===== src/rtl/txdma_pkg.sv =====
package txdma_pkg;
  localparam int TXD_ADDR_W = 24;
  localparam int TXD_CNT_W  = 16;
  localparam int TXD_REG_AW = 3;

  typedef enum logic [1:0] {
    ST_IDLE = 2'd0,
    ST_REQ  = 2'd1,
    ST_WAIT = 2'd2,
    ST_PUSH = 2'd3
  } txd_state_t;
endpackage


===== src/rtl/txdma_regs.sv =====
module txdma_regs
  import txdma_pkg::*;
#(
  parameter int ADDR_W = TXD_ADDR_W,
  parameter int CNT_W  = TXD_CNT_W,
  parameter int REG_AW = TXD_REG_AW
) (
  input  logic              clk,
  input  logic              rst,
  input  logic              reg_wr,
  input  logic [REG_AW-1:0] reg_addr,
  input  logic [7:0]        reg_wdata,
  input  logic              busy,
  output logic [ADDR_W-1:0] base,
  output logic [CNT_W-1:0]  count,
  output logic              start,
  output logic              start_eom,
  output logic              cmd_err
);
  localparam int AB       = ADDR_W / 8;
  localparam int CB       = CNT_W / 8;
  localparam int OFF_CNT  = AB;
  localparam int OFF_MODE = AB + CB;
  localparam int OFF_CMD  = AB + CB + 1;

  logic dma_en;

  always_ff @(posedge clk) begin
    if (rst) begin
      base      <= '0;
      count     <= '0;
      dma_en    <= 1'b0;
      start     <= 1'b0;
      start_eom <= 1'b0;
      cmd_err   <= 1'b0;
    end else begin
      start <= 1'b0;
      if (reg_wr) begin
        for (int i = 0; i < AB; i++)
          if (reg_addr == REG_AW'(i)) base[8*i +: 8] <= reg_wdata;
        for (int j = 0; j < CB; j++)
          if (reg_addr == REG_AW'(OFF_CNT + j)) count[8*j +: 8] <= reg_wdata;
        if (reg_addr == REG_AW'(OFF_MODE)) dma_en <= reg_wdata[0];
        if (reg_addr == REG_AW'(OFF_CMD) && dma_en && (reg_wdata[0] || reg_wdata[1])) begin
          if (busy || start) cmd_err <= 1'b1;
          else begin
            start     <= 1'b1;
            start_eom <= reg_wdata[1];
          end
        end
      end
    end
  end

  // error flag never clears outside reset
  a_r9_err_sticky: assert property (@(posedge clk) disable iff (rst)
    cmd_err |=> cmd_err);
  // no new start while a block is in flight
  a_r9_no_start_busy: assert property (@(posedge clk) disable iff (rst)
    busy |=> !start);
endmodule


===== src/rtl/txdma_ctrl.sv =====
module txdma_ctrl
  import txdma_pkg::*;
#(
  parameter int ADDR_W = TXD_ADDR_W,
  parameter int CNT_W  = TXD_CNT_W
) (
  input  logic              clk,
  input  logic              rst,
  input  logic              start,
  input  logic              start_eom,
  input  logic [ADDR_W-1:0] base,
  input  logic [CNT_W-1:0]  count,
  output logic              busy,
  output logic              mem_req,
  output logic [ADDR_W-1:0] mem_addr,
  input  logic              mem_gnt,
  input  logic              mem_rvalid,
  input  logic [7:0]        mem_rdata,
  output logic              fifo_wr,
  output logic [7:0]        fifo_data,
  output logic              fifo_eom,
  input  logic              fifo_full,
  output logic              done_irq
);
  txd_state_t        st;
  logic [ADDR_W-1:0] addr_q;
  logic [CNT_W-1:0]  rem_q;
  logic              eom_cmd;
  logic              last_q;
  logic [7:0]        data_q;

  always_ff @(posedge clk) begin
    if (rst) begin
      st       <= ST_IDLE;
      addr_q   <= '0;
      rem_q    <= '0;
      eom_cmd  <= 1'b0;
      last_q   <= 1'b0;
      data_q   <= '0;
      done_irq <= 1'b0;
    end else begin
      done_irq <= 1'b0;
      case (st)
        ST_IDLE: if (start) begin
          addr_q  <= base;
          rem_q   <= count;
          eom_cmd <= start_eom;
          if (count == '0) done_irq <= 1'b1;
          else             st       <= ST_REQ;
        end
        ST_REQ: if (mem_gnt) st <= ST_WAIT;
        ST_WAIT: if (mem_rvalid) begin
          data_q <= mem_rdata;
          last_q <= (rem_q == CNT_W'(1));
          st     <= ST_PUSH;
        end
        ST_PUSH: if (!fifo_full) begin
          addr_q <= addr_q + ADDR_W'(1);
          rem_q  <= rem_q - CNT_W'(1);
          if (last_q) begin
            st       <= ST_IDLE;
            done_irq <= 1'b1;
          end else begin
            st <= ST_REQ;
          end
        end
        default: st <= ST_IDLE;
      endcase
    end
  end

  assign busy      = (st != ST_IDLE);
  assign mem_req   = (st == ST_REQ);
  assign mem_addr  = addr_q;
  assign fifo_wr   = (st == ST_PUSH) && !fifo_full;
  assign fifo_data = data_q;
  assign fifo_eom  = last_q && eom_cmd;

  // request held with a stable address until granted
  a_r4_req_hold: assert property (@(posedge clk) disable iff (rst)
    mem_req && !mem_gnt |=> mem_req && $stable(mem_addr));
  // no push into a full FIFO
  a_r5_no_push_full: assert property (@(posedge clk) disable iff (rst)
    fifo_full |-> !fifo_wr);
  // end-of-message push is the final one of the block
  a_r6_eom_last: assert property (@(posedge clk) disable iff (rst)
    fifo_wr && fifo_eom |=> done_irq);
  // done is a single-cycle pulse
  a_r7_irq_pulse: assert property (@(posedge clk) disable iff (rst)
    done_irq |=> !done_irq);
  // engine is quiet when it reports done
  a_r7_irq_quiet: assert property (@(posedge clk) disable iff (rst)
    done_irq |-> !mem_req && !fifo_wr);
endmodule


===== src/rtl/txdma_engine.sv =====
module txdma_engine
  import txdma_pkg::*;
#(
  parameter int ADDR_W = TXD_ADDR_W,
  parameter int CNT_W  = TXD_CNT_W,
  parameter int REG_AW = TXD_REG_AW
) (
  input  logic              clk,
  input  logic              rst,
  input  logic              reg_wr,
  input  logic [REG_AW-1:0] reg_addr,
  input  logic [7:0]        reg_wdata,
  output logic              mem_req,
  output logic [ADDR_W-1:0] mem_addr,
  input  logic              mem_gnt,
  input  logic              mem_rvalid,
  input  logic [7:0]        mem_rdata,
  output logic              fifo_wr,
  output logic [7:0]        fifo_data,
  output logic              fifo_eom,
  input  logic              fifo_full,
  output logic              done_irq,
  output logic              cmd_err
);
  logic [ADDR_W-1:0] base;
  logic [CNT_W-1:0]  count;
  logic              start, start_eom, busy;

  txdma_regs #(.ADDR_W(ADDR_W), .CNT_W(CNT_W), .REG_AW(REG_AW)) u_regs (
    .clk(clk), .rst(rst), .reg_wr(reg_wr), .reg_addr(reg_addr),
    .reg_wdata(reg_wdata), .busy(busy), .base(base), .count(count),
    .start(start), .start_eom(start_eom), .cmd_err(cmd_err)
  );

  txdma_ctrl #(.ADDR_W(ADDR_W), .CNT_W(CNT_W)) u_ctrl (
    .clk(clk), .rst(rst), .start(start), .start_eom(start_eom),
    .base(base), .count(count), .busy(busy),
    .mem_req(mem_req), .mem_addr(mem_addr), .mem_gnt(mem_gnt),
    .mem_rvalid(mem_rvalid), .mem_rdata(mem_rdata),
    .fifo_wr(fifo_wr), .fifo_data(fifo_data), .fifo_eom(fifo_eom),
    .fifo_full(fifo_full), .done_irq(done_irq)
  );
endmodule


===== config.mk =====
export PLATFORM = sky130hd
export DESIGN_NAME = txdma_engine
export DESIGN_NICKNAME = d
export VERILOG_FILES = /design/src/rtl/txdma_pkg.sv /design/src/rtl/txdma_regs.sv /design/src/rtl/txdma_ctrl.sv /design/src/rtl/txdma_engine.sv
export SDC_FILE = /design/constraint.sdc
export NUM_CORES = 1
export LEC_CHECK = 0
export BUFFER_PORTS_ARGS = -buffer_cell sky130_fd_sc_hd__buf_4
export CELL_PAD_IN_SITES_DETAIL_PLACEMENT = 1
export CELL_PAD_IN_SITES_GLOBAL_PLACEMENT = 1
export CORE_ASPECT_RATIO = 1.2
export CORE_MARGIN = 1
export CORE_UTILIZATION = 30
export CTS_BUF_LIST = sky130_fd_sc_hd__clkbuf_4 sky130_fd_sc_hd__clkbuf_8
export DETAILED_ROUTE_END_ITERATION = 8
export HOLD_SLACK_MARGIN = 0.15
export PLACE_DENSITY_LB_ADDON = 0.3
export SETUP_SLACK_MARGIN = 0.02
export SLEW_MARGIN = 20
export SYNTH_ARGS = -nofsm -noshare
export SYNTH_HDL_FRONTEND = slang
export SYNTH_SLANG_ARGS = --single-unit

===== constraint.sdc =====
create_clock -name clk -period 2.16 [get_ports clk]
set_input_delay 0 -clock clk [delete_from_list [all_inputs] [get_ports clk]]
set_output_delay 0 -clock clk [all_outputs]
set_load 0.02 [all_outputs]

* Word-level counts from Yosys, hierarchy flattened *
Index checks and enable logic that the tools add are counted.

word-level totals
  word-level logic and storage cells = 80
  register bits = 97
  input port bits = 25

operators by class
  reductions and logical operators = 25
  bitwise gates (word level) = 3
  multiplexer cells = 19
  add/sub/neg operators = 2
  eq/ne operators = 15

operator list
  kind                   number
  $mux 24                2
  $pmux 24 s2            1
  $mux 16                2
  $pmux 16 s2            1
  $add 24x1->24 const B  1
  $eq 16x1->1 const B    1
  $logic_not 16->1       1
  $reduce_and 2->1       8
  $sub 16x1->16 const B  1
  $mux 2                 5
  $eq 3x3->1 const B     3
  $reduce_and 3->1       3
  $ne 2x2->1 const B     4
  $pmux 2 s4             1
  $eq 3x2->1 const B     2
  $mux 1                 6
  $reduce_and 5->1       1
  $eq 2x2->1 const B     2
  $logic_and 1x1->1      4
  $reduce_bool 2->1      2
  $eq 3x1->1 const B     1
  $logic_not 3->1        1
  $not 1->1              3
  $reduce_or 3->1        1
  6 further kinds        7

* Longest topological paths before layout *
Gate-level depths: netlist of the first run.

  word-level depth = 5
  depth in mapped cells = 9
  gate-level depth less buffers = 6

* Hierarchy *
A second synthesis of the first run with hierarchy kept.

second synthesis, totals
  cells, all modules = 598
  area, all modules = 4822.1 um^2

modules (own cells, without submodules)
  module      area an instance (um^2)  instances  cells each
  txdma_ctrl  3150.5                   1          423
  txdma_regs  1671.6                   1          175

* Least setup slack after synthesis of the first run *
OpenSTA, ideal clock, no wires.

  path kind = reg-to-reg
  start point = register u_ctrl.addr_q[1], in the netlist u_ctrl.mem_addr[1]
  end point = register u_ctrl.addr_q[20], in the netlist u_ctrl.mem_addr[20]
  arrival time = 2206 ps
  required time = 2086 ps
  buffers on the path = 1
  slack = -121 ps
  stages on the path, launching flop included = 7
  path through = dfxtp_1 ha_1 nand3_1 or4_1 buf_2 or4_1 a31oi_1

between the ends
  word-level cells in the longest chain between the ends = 3

RTL lines
  what                    line              text
  start, declared         txdma_ctrl.sv:26  logic [ADDR_W-1:0] addr_q;
  start signal, assigned  txdma_ctrl.sv:45  addr_q <= base;
  start signal, assigned  txdma_ctrl.sv:58  addr_q <= addr_q + ADDR_W'(1);
  $add 24x1->24           txdma_ctrl.sv:58
  $mux 24                 txdma_ctrl.sv:57  ST_PUSH: if (!fifo_full) begin
  $pmux 24 s2             txdma_ctrl.sv:43  case (st)

Every way passes these cells. The select of a mux whose other input is x is not followed.
A chain may end at the register's enable or synchronous reset.

* Final worst setup path of the first run *
  start point = register u_ctrl.addr_q[8], in the netlist u_ctrl.mem_addr[8]
  end point = register u_ctrl.addr_q[19], in the netlist u_ctrl.mem_addr[19]

The elaborated chain is that of the path after synthesis.

==> results.sh, run 1 <==
export IMPL_placed_cells=904
export IMPL_worst_setup_path_type="reg2reg"
export IMPL_layout_nets=777
export IMPL_area_delta_synth_final_pct=29.2
export IMPL_slew_viol_final=0
export IMPL_r2r_slack_ns=0.09
export IMPL_syn_num_nets=676
export IMPL_switching_share_pct=27.0
export IMPL_dr_pass1_iters=4
export IMPL_grt_usage_pct=21.3
export IMPL_synth_edf_count=0
export IMPL_ant_nets=0
export IMPL_hold_viol=0
export IMPL_slew_headroom_pct=47.9
export IMPL_drive_gt1_share_pct=19.1
export IMPL_ys_ff_latch=97
export IMPL_cts_tree="built"
export IMPL_seq_area_frac_synth_pct=39.6
export IMPL_cp_slowest_cell="or4_4"
export IMPL_grt_max_degree=71
export IMPL_crit_path_end="u_ctrl.mem_addr[19]"
export IMPL_port_buffer_count=61
export IMPL_cts_max_path_buffers=2
export IMPL_worstPathArrival_ns=2.40
export IMPL_worstReg2RegEnd="u_ctrl.mem_addr[19]"
export IMPL_p_sw_uw=930
export IMPL_die_h_um=142
export IMPL_core_sq_um=15800
export IMPL_crit_family="simple AND/OR/NAND/NOR gates"
export IMPL_synthDistinctLibCells=57
export IMPL_fp_dieW_um=119
export IMPL_critPathCaptureType="register"
export IMPL_wire_per_inst_um=18.3
export IMPL_synth_top_area_share_pct=39.6
export IMPL_r2r_start="u_ctrl.mem_addr[8]"
export IMPL_path_max_fanout=11
export IMPL_worstPathRequired_ns=2.48
export IMPL_netlist_area_sq_um=4910
export IMPL_final_cells=957
export IMPL_start_util_pct=31.0
export IMPL_cts_root_buffer_cell="clkbuf_8"
export IMPL_crit_path_start_kind="register"
export IMPL_status="complete, no violations"
export IMPL_async_reset_ff_share_pct=0
export IMPL_ios=62
export IMPL_antenna_found_initial=0
export IMPL_antenna_cells=0
export IMPL_syn_area_per_cell_sq_um=7.64
export IMPL_drtIter0Drc=294
export IMPL_cts_htree_levels=3
export IMPL_viasPerCell=5.42
export IMPL_min_from="mem_gnt"
export IMPL_critPathMaxStageDelay_ns=0.62
export IMPL_p_int_uw=2520
export IMPL_synth_cells=643
export IMPL_min_period_ns=2.07
export IMPL_synth_area_leaders="dfxtp_1, nand2_1, a21oi_1, clkbuf_1, nand3_1"
export IMPL_grt_pass1_wl_um=28000
export IMPL_crit_path_start="u_ctrl.mem_addr[8]"
export IMPL_finalSetupViolations=0
export IMPL_dieArea_sq_um=16900
export IMPL_hold_worst_slack_ns=0.170
export IMPL_hold_path_class="in2reg"
export IMPL_critical_path_depth=4
export IMPL_ir_worst_vdd_mv=0.217
export IMPL_drc=0
export IMPL_grt_pass1_vias=5271
export IMPL_hpwlAfterDp_um=12400
export IMPL_clock_sinks=97
export IMPL_leakagePower_uw=0.00224
export IMPL_worstPathBufferInverterCount=0
export IMPL_tns_ns=0
export IMPL_rr_worst_depth=4
export IMPL_finalCritPeriodShare_pct=96.0
export IMPL_combPwrFrac_pct=8.9
export IMPL_yosysWarnings=0
export IMPL_clock_fmax_mhz=482
export IMPL_cts_buffers=9
export IMPL_synth_ff_type="dfxtp_1"
export IMPL_drv_cap=0
export IMPL_synth_area_leader_cell="dfxtp_1"
export IMPL_p_per_area_nw_per_um2=544
export IMPL_path_cells="nand4_1, or4_4, or4_1, a31oi_1"
export IMPL_wl_um=17600
export IMPL_clockPowerShare_pct=38.3
export IMPL_place_gp_congestion=0.797
export IMPL_grt_ovfl_total=0
export IMPL_seq_power_share_pct=52.8
export IMPL_path_clk_slew_ns=0.10
export IMPL_vias=5186
export IMPL_clock_latency_ns=0.40
export IMPL_tightest_slew_ns=0.781
export IMPL_finClkSkew_ns=0.00698
export IMPL_yosysMostFrequentCell="nand2_1"
export IMPL_synth_common_cells="nand2_1, dfxtp_1, a21oi_1"
export IMPL_fp_row_count=50
[per-layer routing]
metal / up-vias / global-route usage, % / part of all wire [%]
met5: - / 0 / 0
li1: 2526 / - / -
met1: 2549 / 25.9 / 45
met4: 0 / 7.79 / 1.9
met2: 92 / 37.5 / 50
met3: 19 / 3.69 / 2.6
[kinds of logic after synthesis]
kind of cell	count (synthesis)	synth area share, %
buffers and inverters	58	4.61
AO/OA/AOI/OAI	182	22.7
AND/OR/NAND/NOR	289	29.2
flip-flops	97	39.6
adder cells (fa/ha/maj)	8	2.04
multiplexers	9	1.89
[layout by cell type (no fill, tap or decap), types with 8 or more instances in the layout]
master,instances
nor2_1,19
inv_1,14
nand4_1,8
nor2b_1,12
and3_1,13
dlygate4sd3_1,33
o211ai_1,9
o21ai_0,19
nand3_1,26
buf_4,100
dfxtp_1,91
a31oi_1,16
nor4_1,15
clkbuf_8,10
nand2b_1,9
nand2_1,137
a21oi_1,95
[power by group through the flow]
stage	clock [uW]	combinational (uW)	sequential, uW
5_1_grt	1440	335	1820
4_1_cts	1370	298	1820
3_5_place_dp	0	263	1860
2_1_floorplan	0	138	1850
3_3_place_gp	0	258	1860
6_report	1320	308	1820
[through the flow]
step	setup WS, ns	utilization, %	total power [uW]	area, sq um
2_1_floorplan	0.0234	-	1990	4920
5_1_grt	-0.0134	40.1	3600	6340
3_3_place_gp	0.171	36.3	2120	5740
4_1_cts	0.0547	39.7	3490	6280
6_report	0.0866	40.1	3450	6340
3_5_place_dp	0.0949	36.3	2130	5740
[worst min path at each step]
stage                               end  cells past startpoint  slack [ns]
global route               u_ctrl.st[1]                      4        0.21
finish                     u_ctrl.st[1]                      4        0.17
global placement    u_ctrl.fifo_data[1]                      3        0.25
detailed placement  u_ctrl.fifo_data[2]                      3        0.26
floorplan               u_regs.base[10]                      2        0.14
CTS                        u_ctrl.st[1]                      4        0.16
[flip-flops by register name (all words and copies together) (netlist names)]
name,cells
u_ctrl.mem_addr,24
u_regs.base,24
u_ctrl.rem_q,16
u_regs.count,16
u_ctrl.fifo_data,8
u_ctrl.st,2
u_ctrl.done_irq,1
u_ctrl.eom_cmd,1
u_ctrl.last_q,1
u_regs.cmd_err,1
u_regs.dma_en,1
u_regs.start,1
u_regs.start_eom,1
[layout make-up]
| type | instances | area [sq um] |
|---|---|---|
| clock buffer | 10 | 138 |
| tap | 208 | 260 |
| multi-input combinational | 488 | 2770 |
| timing repair buffer | 133 | 1080 |
| clock inverter | 6 | 72.6 |
| fill | 1925 | 9490 |
| sequential | 97 | 1960 |
| inverter | 15 | 60.1 |
[repair_timing]
item | CTS | global route
endpoints found under the hold margin | 76 | 0
resized for setup | 0 | 10
setup buffers | 0 | 4
setup endpoints to repair | 0 | 4
hold buffers | 33 | 0
[tightest hold or removal path: stages]
cell and delay, ns:
buf_4 0.08, o2111ai_1 0.16, a21oi_1 0.19, mux2i_1 0.10
Power figures use the tool's default switching activity.
==> inputs of run 2 (changes only) <==
Settings changed: PLACE_DENSITY set to 0.64, PLACE_DENSITY_LB_ADDON 0.3 to unset.
==> results.sh, run 2 (synthesis results as in run 1) <==
export IMPL_cts_max_path_buffers=2
export IMPL_clock_fmax_mhz=481
export IMPL_hold_viol=0
export IMPL_clockPowerShare_pct=35.0
export IMPL_cts_tree="built"
export IMPL_area_delta_synth_final_pct=27.6
export IMPL_tightest_slew_ns=0.639
export IMPL_ant_nets=0
export IMPL_rsz0062_at_grt="false"
export IMPL_place_gp_congestion=0.814
export IMPL_slew_headroom_pct=57.4
export IMPL_port_buffer_count=61
export IMPL_core_sq_um=15800
export IMPL_clock_sinks=97
export IMPL_finalSetupViolations=0
export IMPL_drtIter0Drc=269
export IMPL_start_util_pct=31.0
export IMPL_dieArea_sq_um=16900
export IMPL_drv_cap=0
export IMPL_min_period_ns=2.08
export IMPL_cts_htree_levels=3
export IMPL_seq_power_share_pct=55.8
export IMPL_hpwlAfterDp_um=12400
export IMPL_crit_path_start_kind="register"
export IMPL_grt_ovfl_total=0
export IMPL_tns_ns=0
export IMPL_worstPathRequired_ns=2.47
export IMPL_cts_root_buffer_cell="clkbuf_8"
export IMPL_cts_buffers=9
export IMPL_drc=0
export IMPL_slew_viol_final=0
export IMPL_path_clk_slew_ns=0.10
export IMPL_die_h_um=142
export IMPL_leakagePower_uw=0.00221
export IMPL_ir_worst_vdd_mv=0.309
export IMPL_combPwrFrac_pct=9.2
export IMPL_fp_dieW_um=119
export IMPL_finalPower_uw=3260
export IMPL_layout_common_cells="nand2_1, buf_4, a21oi_1"
export IMPL_critPathMaxStageDelay_ns=0.58
export IMPL_p_sw_uw=906
export IMPL_ios=62
export IMPL_critPathCaptureType="register"
export IMPL_grt_max_degree=59
export IMPL_switching_share_pct=27.8
export IMPL_status="complete, no violations"
export IMPL_grt_pass1_vias=5300
export IMPL_p_int_uw=2360
export IMPL_viasPerCell=5.40
export IMPL_worstPathArrival_ns=2.39
export IMPL_wl_um=17100
export IMPL_cts_setup_buffers=0
export IMPL_layout_nets=774
export IMPL_vias=5147
export IMPL_antenna_cells=0
export IMPL_grt_usage_pct=21.0
export IMPL_wire_per_inst_um=18.0
export IMPL_p_per_area_nw_per_um2=521
export IMPL_path_max_fanout=6
export IMPL_dr_pass1_iters=4
export IMPL_path_cells="ha_2, nand3_1, or4_4, buf_4, or3_1, o221ai_1"
export IMPL_drive_gt1_share_pct=18.5
export IMPL_clock_latency_ns=0.38
export IMPL_final_core_util_pct=39.6
export IMPL_grt_pass1_wl_um=27900
export IMPL_fp_row_count=50
export IMPL_finalCritPeriodShare_pct=96.3
export IMPL_cp_slowest_cell="or4_4"
export IMPL_antenna_found_initial=0
export IMPL_hold_path_class="in2reg"
export IMPL_worst_setup_path_type="reg2reg"
export IMPL_layout_commonest_cell="nand2_1"
export IMPL_finClkSkew_ns=0.0151
==> run 2: final cells by class <==
class / instances / area (sq um)
Timing Repair Buffer: 130 / 1060
Tap cell: 208 / 260
Sequential cell: 97 / 1950
Inverter: 15 / 56.3
Clock inverter: 7 / 53.8
Multi-Input combinational cell: 488 / 2760
Clock buffer: 9 / 124
Fill cell: 1955 / 9560
==> run 2: path summary, 6_finish.rpt <==
check / start / to / slack (ns) / depth (start not counted)
max: u_ctrl.mem_addr[0] / u_ctrl.mem_addr[22] / 0.08 / 6
min: mem_gnt / u_ctrl.st[1] / 0.22 / 4
max reg2reg: u_ctrl.mem_addr[0] / u_ctrl.mem_addr[22] / 0.08 / 6
min reg2reg: u_regs.base[20] / u_regs.base[20] / 0.46 / 2
==> run 2: metal layers <==
layer | global-route usage, % | vias to the layer above | wire (um)
li1 | - | 2520 | -
met1 | 26.3 | 2528 | 7730
met2 | 36.7 | 77 | 8630
met3 | 2.12 | 22 | 349
met4 | 8.79 | 0 | 420
met5 | 0 | - | 0
==> run 2: stage by stage <==
stage	setup WS, ns	area (sq um)	hold WS, ns	instances
final	0.0798	6270	0.221	954
after global placement	0.123	5750	0.247	906
after global routing	0.0193	6270	0.227	954
after detailed placement	0.0469	5750	0.264	906
after CTS	0.0343	6250	0.207	954
after floorplan	0.0234	4920	0.136	643
==> run 2: power groups by stage <==
stage	Clock [uW]	Sequential, uW	Combinational, uW
CTS	1180	1820	301
global route	1240	1820	327
finish	1140	1820	302
detailed placement	0	1860	267
floorplan	0	1850	138
global placement	0	1860	261
==> run 2: what timing repair did <==
action,in CTS,in global routing
resized for setup,0,6
setup endpoints to repair,0,16
hold buffers,32,0
endpoints found under the hold margin,72,0
==> run 2: critical path, delay by kind of cell (launching register included) <==
| kind | cells | cell delay [ns] |
|---|---|---|
| AO/OA/AOI/OAI | 1 | 0.18 |
| flip-flops | 1 | 0.39 |
| adder cells (fa/ha/maj) | 1 | 0.21 |
| AND/OR/NAND/NOR | 3 | 1.07 |
| buffers and inverters | 1 | 0.17 |
==> inputs of run 3 (changes only) <==
Settings changed: PLACE_DENSITY 0.64 to 0.66.
==> results.sh, run 3 (synthesis results as in run 1) <==
export IMPL_fp_dieW_um=119
export IMPL_drtIter0Drc=244
export IMPL_r2r_start="u_ctrl.mem_addr[10]"
export IMPL_status="complete, no violations"
export IMPL_leakagePower_uw=0.00222
export IMPL_p_per_area_nw_per_um2=521
export IMPL_layout_commonest_cell="nand2_1"
export IMPL_antenna_found_initial=0
export IMPL_port_buffer_count=61
export IMPL_wire_per_inst_um=18.2
export IMPL_start_util_pct=31.0
export IMPL_combPwrFrac_pct=9.3
export IMPL_finalSetupViolations=0
export IMPL_clock_sinks=97
export IMPL_cts_max_path_buffers=2
export IMPL_crit_path_start_kind="register"
export IMPL_slew_viol_final=0
export IMPL_core_sq_um=15800
export IMPL_place_gp_congestion=0.827
export IMPL_path_max_fanout=11
export IMPL_worstPathRequired_ns=2.47
export IMPL_grt_usage_pct=20.9
export IMPL_path_cells="nand4_1, or4_4, or4_1, a31oi_1"
export IMPL_die_h_um=142
export IMPL_cp_slowest_cell="or4_4"
export IMPL_switching_share_pct=27.2
export IMPL_ir_worst_vdd_mv=0.219
export IMPL_wl_um=17400
export IMPL_drv_cap=0
export IMPL_p_sw_uw=893
export IMPL_dr_pass1_iters=5
export IMPL_clockPowerShare_pct=35.2
export IMPL_grt_pass1_vias=5228
export IMPL_crit_path_start="u_ctrl.mem_addr[10]"
export IMPL_cts_buffers=9
export IMPL_rr_worst_depth=4
export IMPL_path_clk_slew_ns=0.11
export IMPL_drive_gt1_share_pct=18.6
export IMPL_viasPerCell=5.46
export IMPL_finalCritPeriodShare_pct=94.0
export IMPL_dieArea_sq_um=16900
export IMPL_cts_root_buffer_cell="clkbuf_8"
export IMPL_rsz0062_at_grt="false"
export IMPL_min_period_ns=2.03
export IMPL_tns_ns=0
export IMPL_placed_cell_area_sq_um=5770
export IMPL_vias=5212
export IMPL_drc=0
export IMPL_ios=62
export IMPL_antenna_cells=0
export IMPL_area_delta_synth_final_pct=28.2
export IMPL_crit_path_end="u_ctrl.mem_addr[17]"
export IMPL_worst_setup_path_type="reg2reg"
export IMPL_clock_fmax_mhz=493
export IMPL_grt_pass1_wl_um=27700
export IMPL_hold_worst_slack_ns=0.184
export IMPL_p_int_uw=2380
export IMPL_critPathCaptureType="register"
export IMPL_design_area_sq_um=6300
export IMPL_hold_viol=0
export IMPL_critPathMaxStageDelay_ns=0.56
export IMPL_final_core_util_pct=39.8
export IMPL_fp_row_count=50
export IMPL_hold_path_class="in2reg"
export IMPL_clock_latency_ns=0.38
export IMPL_grt_max_degree=53
export IMPL_cts_setup_buffers=0
export IMPL_hpwlAfterDp_um=12500
export IMPL_layout_nets=775
export IMPL_ant_nets=0
export IMPL_worstPathArrival_ns=2.34
export IMPL_worstReg2RegEnd="u_ctrl.mem_addr[17]"
export IMPL_layout_common_cells="nand2_1, buf_4, a21oi_1"
export IMPL_grt_ovfl_total=0
export IMPL_tightest_slew_ns=0.554
export IMPL_slew_headroom_pct=63.1
export IMPL_seq_power_share_pct=55.6
export IMPL_cts_htree_levels=3
export IMPL_r2r_slack_ns=0.13
export IMPL_cts_tree="built"
export IMPL_finClkSkew_ns=0.0124
[run 3: worst min path at each step]
stage,end,depth (start not counted),startpoint
final,u_ctrl.st[0],4,mem_gnt
after global routing,u_ctrl.st[1],4,mem_gnt
after CTS,u_ctrl.st[0],4,mem_gnt
after detailed placement,u_ctrl.fifo_data[2],3,mem_rdata[2]
after global placement,u_ctrl.fifo_data[1],3,mem_rdata[1]
after floorplan,u_regs.base[10],2,reg_wdata[2]
[run 3: worst max-delay path, delay by kind of cell (launching register included)]
family | cells | cell delay (ns)
and+or+nand+nor | 3 | 1.34
DFF | 1 | 0.44
AOI/OAI and AO/OA | 1 | 0.18
[run 3: what timing repair did]
action	CTS	global route
hold buffers	33	0
pin swaps	0	2
setup endpoints to repair	1	8
endpoints found under the hold margin	71	0
gates resized for setup	1	5
[run 3: power groups by stage]
stage	Combinational (uW)	Clock, uW	Sequential [uW]
after floorplan	138	0	1850
after global placement	262	0	1860
after detailed placement	268	0	1860
after CTS	303	1190	1820
after global routing	329	1260	1820
final	303	1150	1820
[run 3: metrics by stage]
stage | total power [uW] | cells | setup slack [ns]
2_1_floorplan | 1990 | 643 | 0.0234
3_3_place_gp | 2120 | 906 | 0.117
3_5_place_dp | 2130 | 906 | -0.0159
4_1_cts | 3310 | 955 | 0.0640
5_1_grt | 3410 | 955 | 0.0275
6_report | 3280 | 955 | 0.130
[run 3: final cells by class]
cell class              instances  area (sq um)
clock buffers                  11           139
clock inverters                 5          40.0
repair buffers                131          1080
flip-flops and latches         97          1950
multi-input cells             488          2770
well taps                     208           260
fillers                      1936          9530
inverters                      15          56.3
[run 3: layer usage]
metal,vias up,global-route usage [%],part of all wire [%]
met2,98,38.2,51
met4,0,7.13,1.7
met1,2572,25.8,45
met5,-,0,0
li1,2523,-,-
met3,19,1.68,2.4
